$ cat src/rtl/bwr_pkg.sv
package bwr_pkg;
  // Classification of one host request.
  typedef enum logic [2:0] {
    K_IDLE  = 3'd0,
    K_FIXED = 3'd1,
    K_PAGED = 3'd2,
    K_CTRL  = 3'd3,
    K_ERR   = 3'd4
  } req_kind_e;
endpackage

$ cat src/rtl/bwr_decode.sv
module bwr_decode
  import bwr_pkg::*;
#(
  parameter int          AP_AW    = 20,
  parameter int          DW       = 32,
  parameter logic [19:0] CTRL_OFS = 20'h0310C
) (
  input  logic             req,
  input  logic [AP_AW-1:0] addr,
  input  logic             page_en,
  output req_kind_e        kind
);
  localparam int BYTE_LSB = $clog2(DW / 8);

  logic misaligned;
  logic upper;
  logic ctrl_hit;

  assign misaligned = |addr[BYTE_LSB-1:0];
  assign upper      = addr[AP_AW-1];
  assign ctrl_hit   = (addr == CTRL_OFS[AP_AW-1:0]);

  always_comb begin
    if (!req)            kind = K_IDLE;
    else if (misaligned) kind = K_ERR;
    else if (ctrl_hit)   kind = K_CTRL;
    else if (!upper)     kind = K_FIXED;
    else if (page_en)    kind = K_PAGED;
    else                 kind = K_ERR;
  end
endmodule

$ cat src/rtl/bwr_xlate.sv
module bwr_xlate #(
  parameter int AP_AW = 20,
  parameter int PG_W  = 6,
  parameter int IN_AW = 25
) (
  input  logic [AP_AW-1:0] addr,
  input  logic [PG_W-1:0]  page,
  input  logic             use_page,
  output logic [IN_AW-1:0] mem_addr
);
  localparam int OFS_W = AP_AW - 1;

  logic [IN_AW-1:0] flat_addr;
  logic [IN_AW-1:0] paged_addr;

  generate
    if (IN_AW > AP_AW) begin : g_pad
      assign flat_addr = {{(IN_AW - AP_AW){1'b0}}, addr};
    end else begin : g_trunc
      assign flat_addr = addr[IN_AW-1:0];
    end
    if (IN_AW == OFS_W + PG_W) begin : g_exact
      assign paged_addr = {page, addr[OFS_W-1:0]};
    end else begin : g_fit
      logic [OFS_W+PG_W-1:0] wide;
      assign wide       = {page, addr[OFS_W-1:0]};
      assign paged_addr = wide[IN_AW-1:0];
    end
  endgenerate

  assign mem_addr = use_page ? paged_addr : flat_addr;
endmodule

$ cat src/rtl/bwr_pagereg.sv
module bwr_pagereg #(
  parameter int DW     = 32,
  parameter int PG_W   = 6,
  parameter int EN_BIT = 30
) (
  input  logic            clk,
  input  logic            rst,
  input  logic            wr,
  input  logic            wen_bit,
  input  logic [PG_W-1:0] wpage,
  output logic            page_en,
  output logic [PG_W-1:0] page,
  output logic [DW-1:0]   rd_word
);
  always_ff @(posedge clk) begin
    if (rst) begin
      page_en <= 1'b0;
      page    <= '0;
    end else if (wr) begin
      page_en <= wen_bit;
      page    <= wpage;
    end
  end

  always_comb begin
    rd_word                = '0;
    rd_word[EN_BIT]        = page_en;
    rd_word[PG_W-1:0]      = page;
  end

  p_take_write_r4: assert property (@(posedge clk) disable iff (rst)
    wr |=> (page == $past(wpage)) && (page_en == $past(wen_bit)));

  p_hold_idle_r4: assert property (@(posedge clk) disable iff (rst)
    !wr |=> $stable(page) && $stable(page_en));
endmodule

$ cat src/rtl/bwr_resp.sv
module bwr_resp
  import bwr_pkg::*;
#(
  parameter int          DW       = 32,
  parameter logic [31:0] ERR_WORD = 32'hDEADBEEF
) (
  input  logic          clk,
  input  logic          rst,
  input  req_kind_e     kind,
  input  logic          we,
  input  logic [DW-1:0] ctrl_word,
  input  logic [DW-1:0] mem_rdata,
  output logic          rsp_valid,
  output logic          rsp_err,
  output logic [DW-1:0] rdata
);
  logic          take_mem_q;
  logic [DW-1:0] word_q;

  always_ff @(posedge clk) begin
    if (rst) begin
      rsp_valid  <= 1'b0;
      rsp_err    <= 1'b0;
      take_mem_q <= 1'b0;
      word_q     <= '0;
    end else begin
      rsp_valid  <= (kind != K_IDLE);
      rsp_err    <= (kind == K_ERR);
      take_mem_q <= ((kind == K_FIXED) || (kind == K_PAGED)) && !we;
      if (kind == K_ERR)               word_q <= ERR_WORD[DW-1:0];
      else if (kind == K_CTRL && !we)  word_q <= ctrl_word;
      else                             word_q <= '0;
    end
  end

  assign rdata = take_mem_q ? mem_rdata : word_q;

  p_one_rsp_r7: assert property (@(posedge clk) disable iff (rst)
    (kind != K_IDLE) |=> rsp_valid);

  p_no_rsp_r7: assert property (@(posedge clk) disable iff (rst)
    (kind == K_IDLE) |=> !rsp_valid && !rsp_err);
endmodule

$ cat src/rtl/bar_window_remap.sv
module bar_window_remap
  import bwr_pkg::*;
#(
  parameter int          AP_AW    = 20,
  parameter int          DW       = 32,
  parameter int          PG_W     = 6,
  parameter int          EN_BIT   = 30,
  parameter logic [19:0] CTRL_OFS = 20'h0310C,
  parameter logic [31:0] ERR_WORD = 32'hDEADBEEF,
  parameter int          IN_AW    = AP_AW - 1 + PG_W
) (
  input  logic             clk,
  input  logic             rst,
  input  logic             host_req,
  input  logic             host_we,
  input  logic [AP_AW-1:0] host_addr,
  input  logic [DW-1:0]    host_wdata,
  output logic             host_rsp_valid,
  output logic             host_rsp_err,
  output logic [DW-1:0]    host_rdata,
  output logic             mem_req,
  output logic             mem_we,
  output logic [IN_AW-1:0] mem_addr,
  output logic [DW-1:0]    mem_wdata,
  input  logic [DW-1:0]    mem_rdata
);
  req_kind_e       kind;
  logic            page_en;
  logic [PG_W-1:0] page;
  logic [DW-1:0]   ctrl_word;
  logic            ctrl_wr;

  bwr_decode #(.AP_AW(AP_AW), .DW(DW), .CTRL_OFS(CTRL_OFS)) u_decode (
    .req     (host_req),
    .addr    (host_addr),
    .page_en (page_en),
    .kind    (kind)
  );

  assign ctrl_wr = (kind == K_CTRL) && host_we;

  bwr_pagereg #(.DW(DW), .PG_W(PG_W), .EN_BIT(EN_BIT)) u_pagereg (
    .clk     (clk),
    .rst     (rst),
    .wr      (ctrl_wr),
    .wen_bit (host_wdata[EN_BIT]),
    .wpage   (host_wdata[PG_W-1:0]),
    .page_en (page_en),
    .page    (page),
    .rd_word (ctrl_word)
  );

  bwr_xlate #(.AP_AW(AP_AW), .PG_W(PG_W), .IN_AW(IN_AW)) u_xlate (
    .addr     (host_addr),
    .page     (page),
    .use_page (kind == K_PAGED),
    .mem_addr (mem_addr)
  );

  assign mem_req   = (kind == K_FIXED) || (kind == K_PAGED);
  assign mem_we    = host_we;
  assign mem_wdata = host_wdata;

  bwr_resp #(.DW(DW), .ERR_WORD(ERR_WORD)) u_resp (
    .clk       (clk),
    .rst       (rst),
    .kind      (kind),
    .we        (host_we),
    .ctrl_word (ctrl_word),
    .mem_rdata (mem_rdata),
    .rsp_valid (host_rsp_valid),
    .rsp_err   (host_rsp_err),
    .rdata     (host_rdata)
  );

  p_paged_off_r5: assert property (@(posedge clk) disable iff (rst)
    (host_req && host_addr[AP_AW-1] && !page_en) |-> !mem_req);

  p_paged_off_err_r5: assert property (@(posedge clk) disable iff (rst)
    (host_req && host_addr[AP_AW-1] && !page_en) |=> host_rsp_err);

  p_misaligned_r6: assert property (@(posedge clk) disable iff (rst)
    (host_req && (host_addr[1:0] != 2'b00)) |=> host_rsp_err && (host_rdata == ERR_WORD[DW-1:0]));

  p_ctrl_local_r4: assert property (@(posedge clk) disable iff (rst)
    (host_req && host_addr == CTRL_OFS[AP_AW-1:0]) |-> !mem_req);

  p_fixed_map_r2: assert property (@(posedge clk) disable iff (rst)
    (mem_req && !host_addr[AP_AW-1]) |-> (mem_addr[AP_AW-1:0] == host_addr) && (mem_addr[IN_AW-1:AP_AW] == '0));
endmodule

$ cat config.mk
export PLATFORM = sky130hd
export DESIGN_NAME = bar_window_remap
export DESIGN_NICKNAME = d
export VERILOG_FILES = /design/src/rtl/bwr_pkg.sv /design/src/rtl/bwr_decode.sv /design/src/rtl/bwr_xlate.sv /design/src/rtl/bwr_pagereg.sv /design/src/rtl/bwr_resp.sv /design/src/rtl/bar_window_remap.sv
export SDC_FILE = /design/constraint.sdc
export NUM_CORES = 1
export LEC_CHECK = 0
export BUFFER_PORTS_ARGS = -buffer_cell sky130_fd_sc_hd__clkbuf_2
export CAP_MARGIN = 10
export CORE_MARGIN = 10
export CORE_UTILIZATION = 33
export CTS_CLUSTER_SIZE = 10
export DETAILED_ROUTE_END_ITERATION = 8
export GPL_TIMING_DRIVEN = 0
export PLACE_DENSITY_LB_ADDON = 0.25
export SLEW_MARGIN = 20
export SYNTH_ARGS = -nofsm -noshare
export SYNTH_HDL_FRONTEND = slang
export SYNTH_SLANG_ARGS = --single-unit
$ cat constraint.sdc
create_clock -name clk -period 1.67 [get_ports clk]
set_input_delay 0.0835 -clock clk [delete_from_list [all_inputs] [get_ports clk]]
set_output_delay 0.0835 -clock clk [all_outputs]
set_load 0.005 [all_outputs]
# == Word-level counts from Yosys, hierarchy flattened ==
# Cells that the tools add are included.
# classes
n_eq_ne,5
muxes,9
bitwise,1
n_reduce_logical,9
# ops
operator,n
$mux 32,2
$mux 31,1
$mux 25,1
$eq 20x14->1 const B,1
$mux 3,5
$eq 3x2->1 const B,2
$reduce_or 2->1,2
$eq 3x1->1 const B,1
$eq 3x3->1 const B,1
$logic_and 1x1->1,3
$reduce_bool 3->1,1
$reduce_or 3->1,1
$logic_not 1->1,1
$logic_or 1x1->1,1
$not 1->1,1
# word_totals
register_bits,42
input_bits,88
out_inout_bits,93
elab_cells,32

# == Logic depth before layout (Yosys ltp) ==
# logic_depth
ltp_word,9
ltp_mapped,6
mapped_depth_nobuf,4

# == Hierarchy ==
# Synthesis repeated with hierarchy kept, for this count alone.
# unflattened
hier_cells,280
hier_area_um2,2666.3
# by_module_without_submodules
mod,instances,cells_each,area_per_inst_um2,seq_area_each_um2
bwr_resp,1,151,1595.3,700.7
bwr_pagereg,1,55,491.7,140.1
bar_window_remap,1,37,279.0,0.0
bwr_xlate,1,25,195.2,0.0
bwr_decode,1,12,105.1,0.0

# == Least setup slack after synthesis ==
# Ideal clock, no wire load.
# synth_path
path_type,reg-to-output
startpoint,reg u_resp.take_mem_q
endpoint,out host_rdata[15]
arrival_time_ps,1187
required_time_ps,1586
setup_slack_ps,399
stages_incl_launch_ff,6
n_path_buf,3
path_cell_list,dfxtp_1 > clkbuf_1 > clkbuf_1 > clkbuf_1 > nand2_1 > nand2_1
# synth_via
elab_chain_cells,1
# synth_rtl
element,line,text
from (decl),bwr_resp.sv:17,logic take_mem_q;
from (signal assigned),bwr_resp.sv:29,take_mem_q <= ((kind == K_FIXED) || (kind == K_PAGED)) && !we;
$mux 32,bwr_resp.sv:36,assign rdata = take_mem_q ? mem_rdata : word_q;
to (decl),bar_window_remap.sv:20,"output logic [DW-1:0] host_rdata,"
# No other way between the ends.

# == Final worst setup path ==
# layout_path
startpoint,reg u_resp.take_mem_q
endpoint,out host_rdata[18]
# Same word-level chain as after synthesis.

==> impl_results.md <==
* Multiplexer area fraction after synthesis at 5.431%
* Crit share post-route at 89.71%
* Sw frac at 26.04%
* Syn avg cell area at 7.367 um2
* Peak VDD IR at 0.2434 mV
* Final Hold Fails at 0
* Largest family of logic cells by synthesized area: buffers and inverters
* Worst-path maximum fanout at 10
* Vias per cell at 4.294
* Reg clk slew, reported paths at 0.06 ns
* Initial antenna violation count at 0
* Setup TNS at 0 ns
* Final Max Tran Viols at 0
* I/O pins at 181
* Clock tree sinks at 17
* Post-Synth Simple-Gate Area at 30.34%
* Max Cap Viol at 0
* Synth Area in XOR/XNOR at 0%
* Tightest Hold Check Type: in2reg
* Relative slew slack at 63.56%
* NetSw at 0.0002825 W
* Total Wirelength at 6044 um
* Initial Util at 33.80%
* Synth Register Bits at 17
* I/O Buffers at 154
* Postcts setup bufs at 0
* Crit path arrival time at 1.41 ns
* Dpl hpwl at 5435 um
* Rows at 24
* Nets at 442
* Status: complete, no violations
* Detailed-route via count at 1,739
* Register share of total power at 38.7%
* Most common cell after layout, fill and taps aside: clkbuf_2
* Most frequent cells in the layout: clkbuf_2 (156), buf_4 (54), nand2_1 (42)
* TritonCTS Buffers at 3
* Synth Area in Compound Gates at 9.052%
* Die extent in x at 86.32 um
* Final WS setup at 0.1718 ns
* RSZ-0062 raised after global routing: no
* Mapped Cells at 197
* Highest clock rate at 667.5 MHz
* Placement Cell Area at 0.002287 mm2
* Slew @ Worst Pin at 0.5465 ns
* Vias in the first global route at 1,767
* Setup WS pre-CTS at 0.04664 ns
* Main area contributors after synthesis: buf_4 (28%), dfxtp_1 (23%), nand2_1 (11%), mux2_2 (5.4%), and2_1 (5.2%)
* Synth area leader: buf_4
* Root Driver: clkbuf_8
* CTS tree: built
* First-pass GRT wire length at 9149 um
* Gr ovfl total at 0
* Setup Crit Path Kind: reg2out
* Final instance area at 0.002331 mm2
* Logic pwr share at 33.4%
* Clock latency on the worst-skew pair at 0.25 ns
* P_int at 0.0008021 W
* Routed WL per cell at 14.92 um
* Syn Nets at 285
* Leakage at 1.419 nW
* Synth top area share at 27.93%
* Post-route DRC at 0
* CP endpoint kind: primary output
* Final min period at 1.498 ns
* Cell Area, Synth at 0.001451 mm2
* Area Overhead vs Synth at 60.60%
* Crit path launch type: flip-flop
* Layout cells sized above 1 at 65.16%
* Die area at 0.007451 mm2
* Final Setup Violations at 0
* Die height at 86.32 um
* Fin Clk Skew at 0.002571 ns
* Synth warn at 0
* Detailed Route Iter0 Violations at 19
* Synth Area in Adders at 0%
* All-layer global routing usage at 14.89%
* Unique masters post-synth at 24
* Core area at 0.004294 mm2
* Worst Path Required at 1.59 ns
* Ant diodes at 0
* Largest net degree at the start of global routing at 11
* RePlAce Congestion at 0.8627
* Clock Power Share at 27.9%
* Sequential area share after synthesis at 23.45%
* H-Tree Depth at 1
* DRT Pass-1 Iters at 4
* P per Cell Area at 465.3 mW/mm2
* CTS max path bufs at 2
* Routed Antenna Nets at 0
[final cells by class]
type	count	area (um2)
Buffer	61	444.2
Clock buffer	3	41.29
Timing Repair Buffer	154	770.7
Tap cell	52	65.06
Clock inverter	1	5.005
Sequential cell	17	340.3
Inverter	3	11.26
Fill cell	428	1963
Multi-Input combinational cell	114	653.1
[worst max-delay path, stage by stage, from the launching register on]
cell and delay, ns:
dfxtp_1 0.43, clkbuf_2 0.24, clkbuf_2 0.24, nand2_1 0.07, nand2_1 0.06, clkbuf_2 0.12
[metal layers]
| metal | wire [um] | global-route usage [%] | vias up |
|---|---|---|---|
| li1 | - | - | 907 |
| met1 | 2284 | 15.76 | 729 |
| met2 | 3048 | 26.78 | 101 |
| met3 | 672 | 5.722 | 2 |
| met4 | 38 | 3.976 | 0 |
| met5 | 0 | 0 | - |
[per-stage QoR]
step / cells / hold WS, ns / utilization [%] / total power, W
after floorplan: 197 / 0.1604 / - / 0.0005904
after global placement: 403 / 0.3270 / 53.26 / 0.0007948
after detailed placement: 403 / 0.3284 / 53.26 / 0.0007981
after CTS: 406 / 0.06528 / 54.37 / 0.001101
after global routing: 405 / 0.08825 / 54.28 / 0.001156
final: 405 / 0.06888 / 54.28 / 0.001085
[cell usage after synthesis]
cell type  number
a21o_1          6
a21oi_1         9
a31oi_1         1
and2_1         12
and3_1          1
and4_1          1
and4bb_2        1
buf_2           2
buf_4          54
buf_6           1
clkbuf_1        6
dfxtp_1        17
inv_1           3
mux2_2          7
nand2_1        42
nand2b_1        3
nand3_1         1
nand4_1         8
nor2_1          8
nor2b_1         1
nor3b_2         1
nor4_1          2
nor4b_2         3
o21ai_0         7
[power groups by stage]
stage	clock network, W	logic (W)	registers, W
final	0.000302	0.000362	0.000420
after floorplan	0	0.000162	0.000428
after global placement	0	0.000366	0.000429
after detailed placement	0	0.000369	0.000429
after global routing	0.000332	0.000402	0.000422
after CTS	0.000310	0.000371	0.000420
[registers in the layout, summed over array words and instances, names as in the netlist]
name and cells:
u_resp.word_q 8, u_resp.take_mem_q 1, u_resp.rsp_valid 1, u_pagereg.page_en 1, u_pagereg.page 6
[cell families after synthesis]
family / count (synthesis)
AO/OA/AOI/OAI: 23
buffers and inverters: 66
flip-flops: 17
multiplexers: 7
AND/OR/NAND/NOR: 84
[timing repair]
item / in CTS / in global routing
hold buffers: 0 / 0
hold endpoints to repair: 0 / 0
setup endpoints to repair: 14 / 14
gates resized for setup: 3 / 0
[final timing paths]
| path | from | to | slack [ns] | cells past startpoint |
|---|---|---|---|---|
| worst max register to register | u_pagereg.page_en | u_resp.word_q[0] | 0.47 | 3 |
| worst max-delay path | u_resp.take_mem_q | host_rdata[18] | 0.17 | 5 |
| worst min register to register | u_pagereg.page[2] | u_resp.word_q[2] | 0.49 | 1 |
| worst min-delay path | host_we | u_resp.take_mem_q | 0.07 | 2 |
Note: power is estimated with default switching activity, not from simulation.
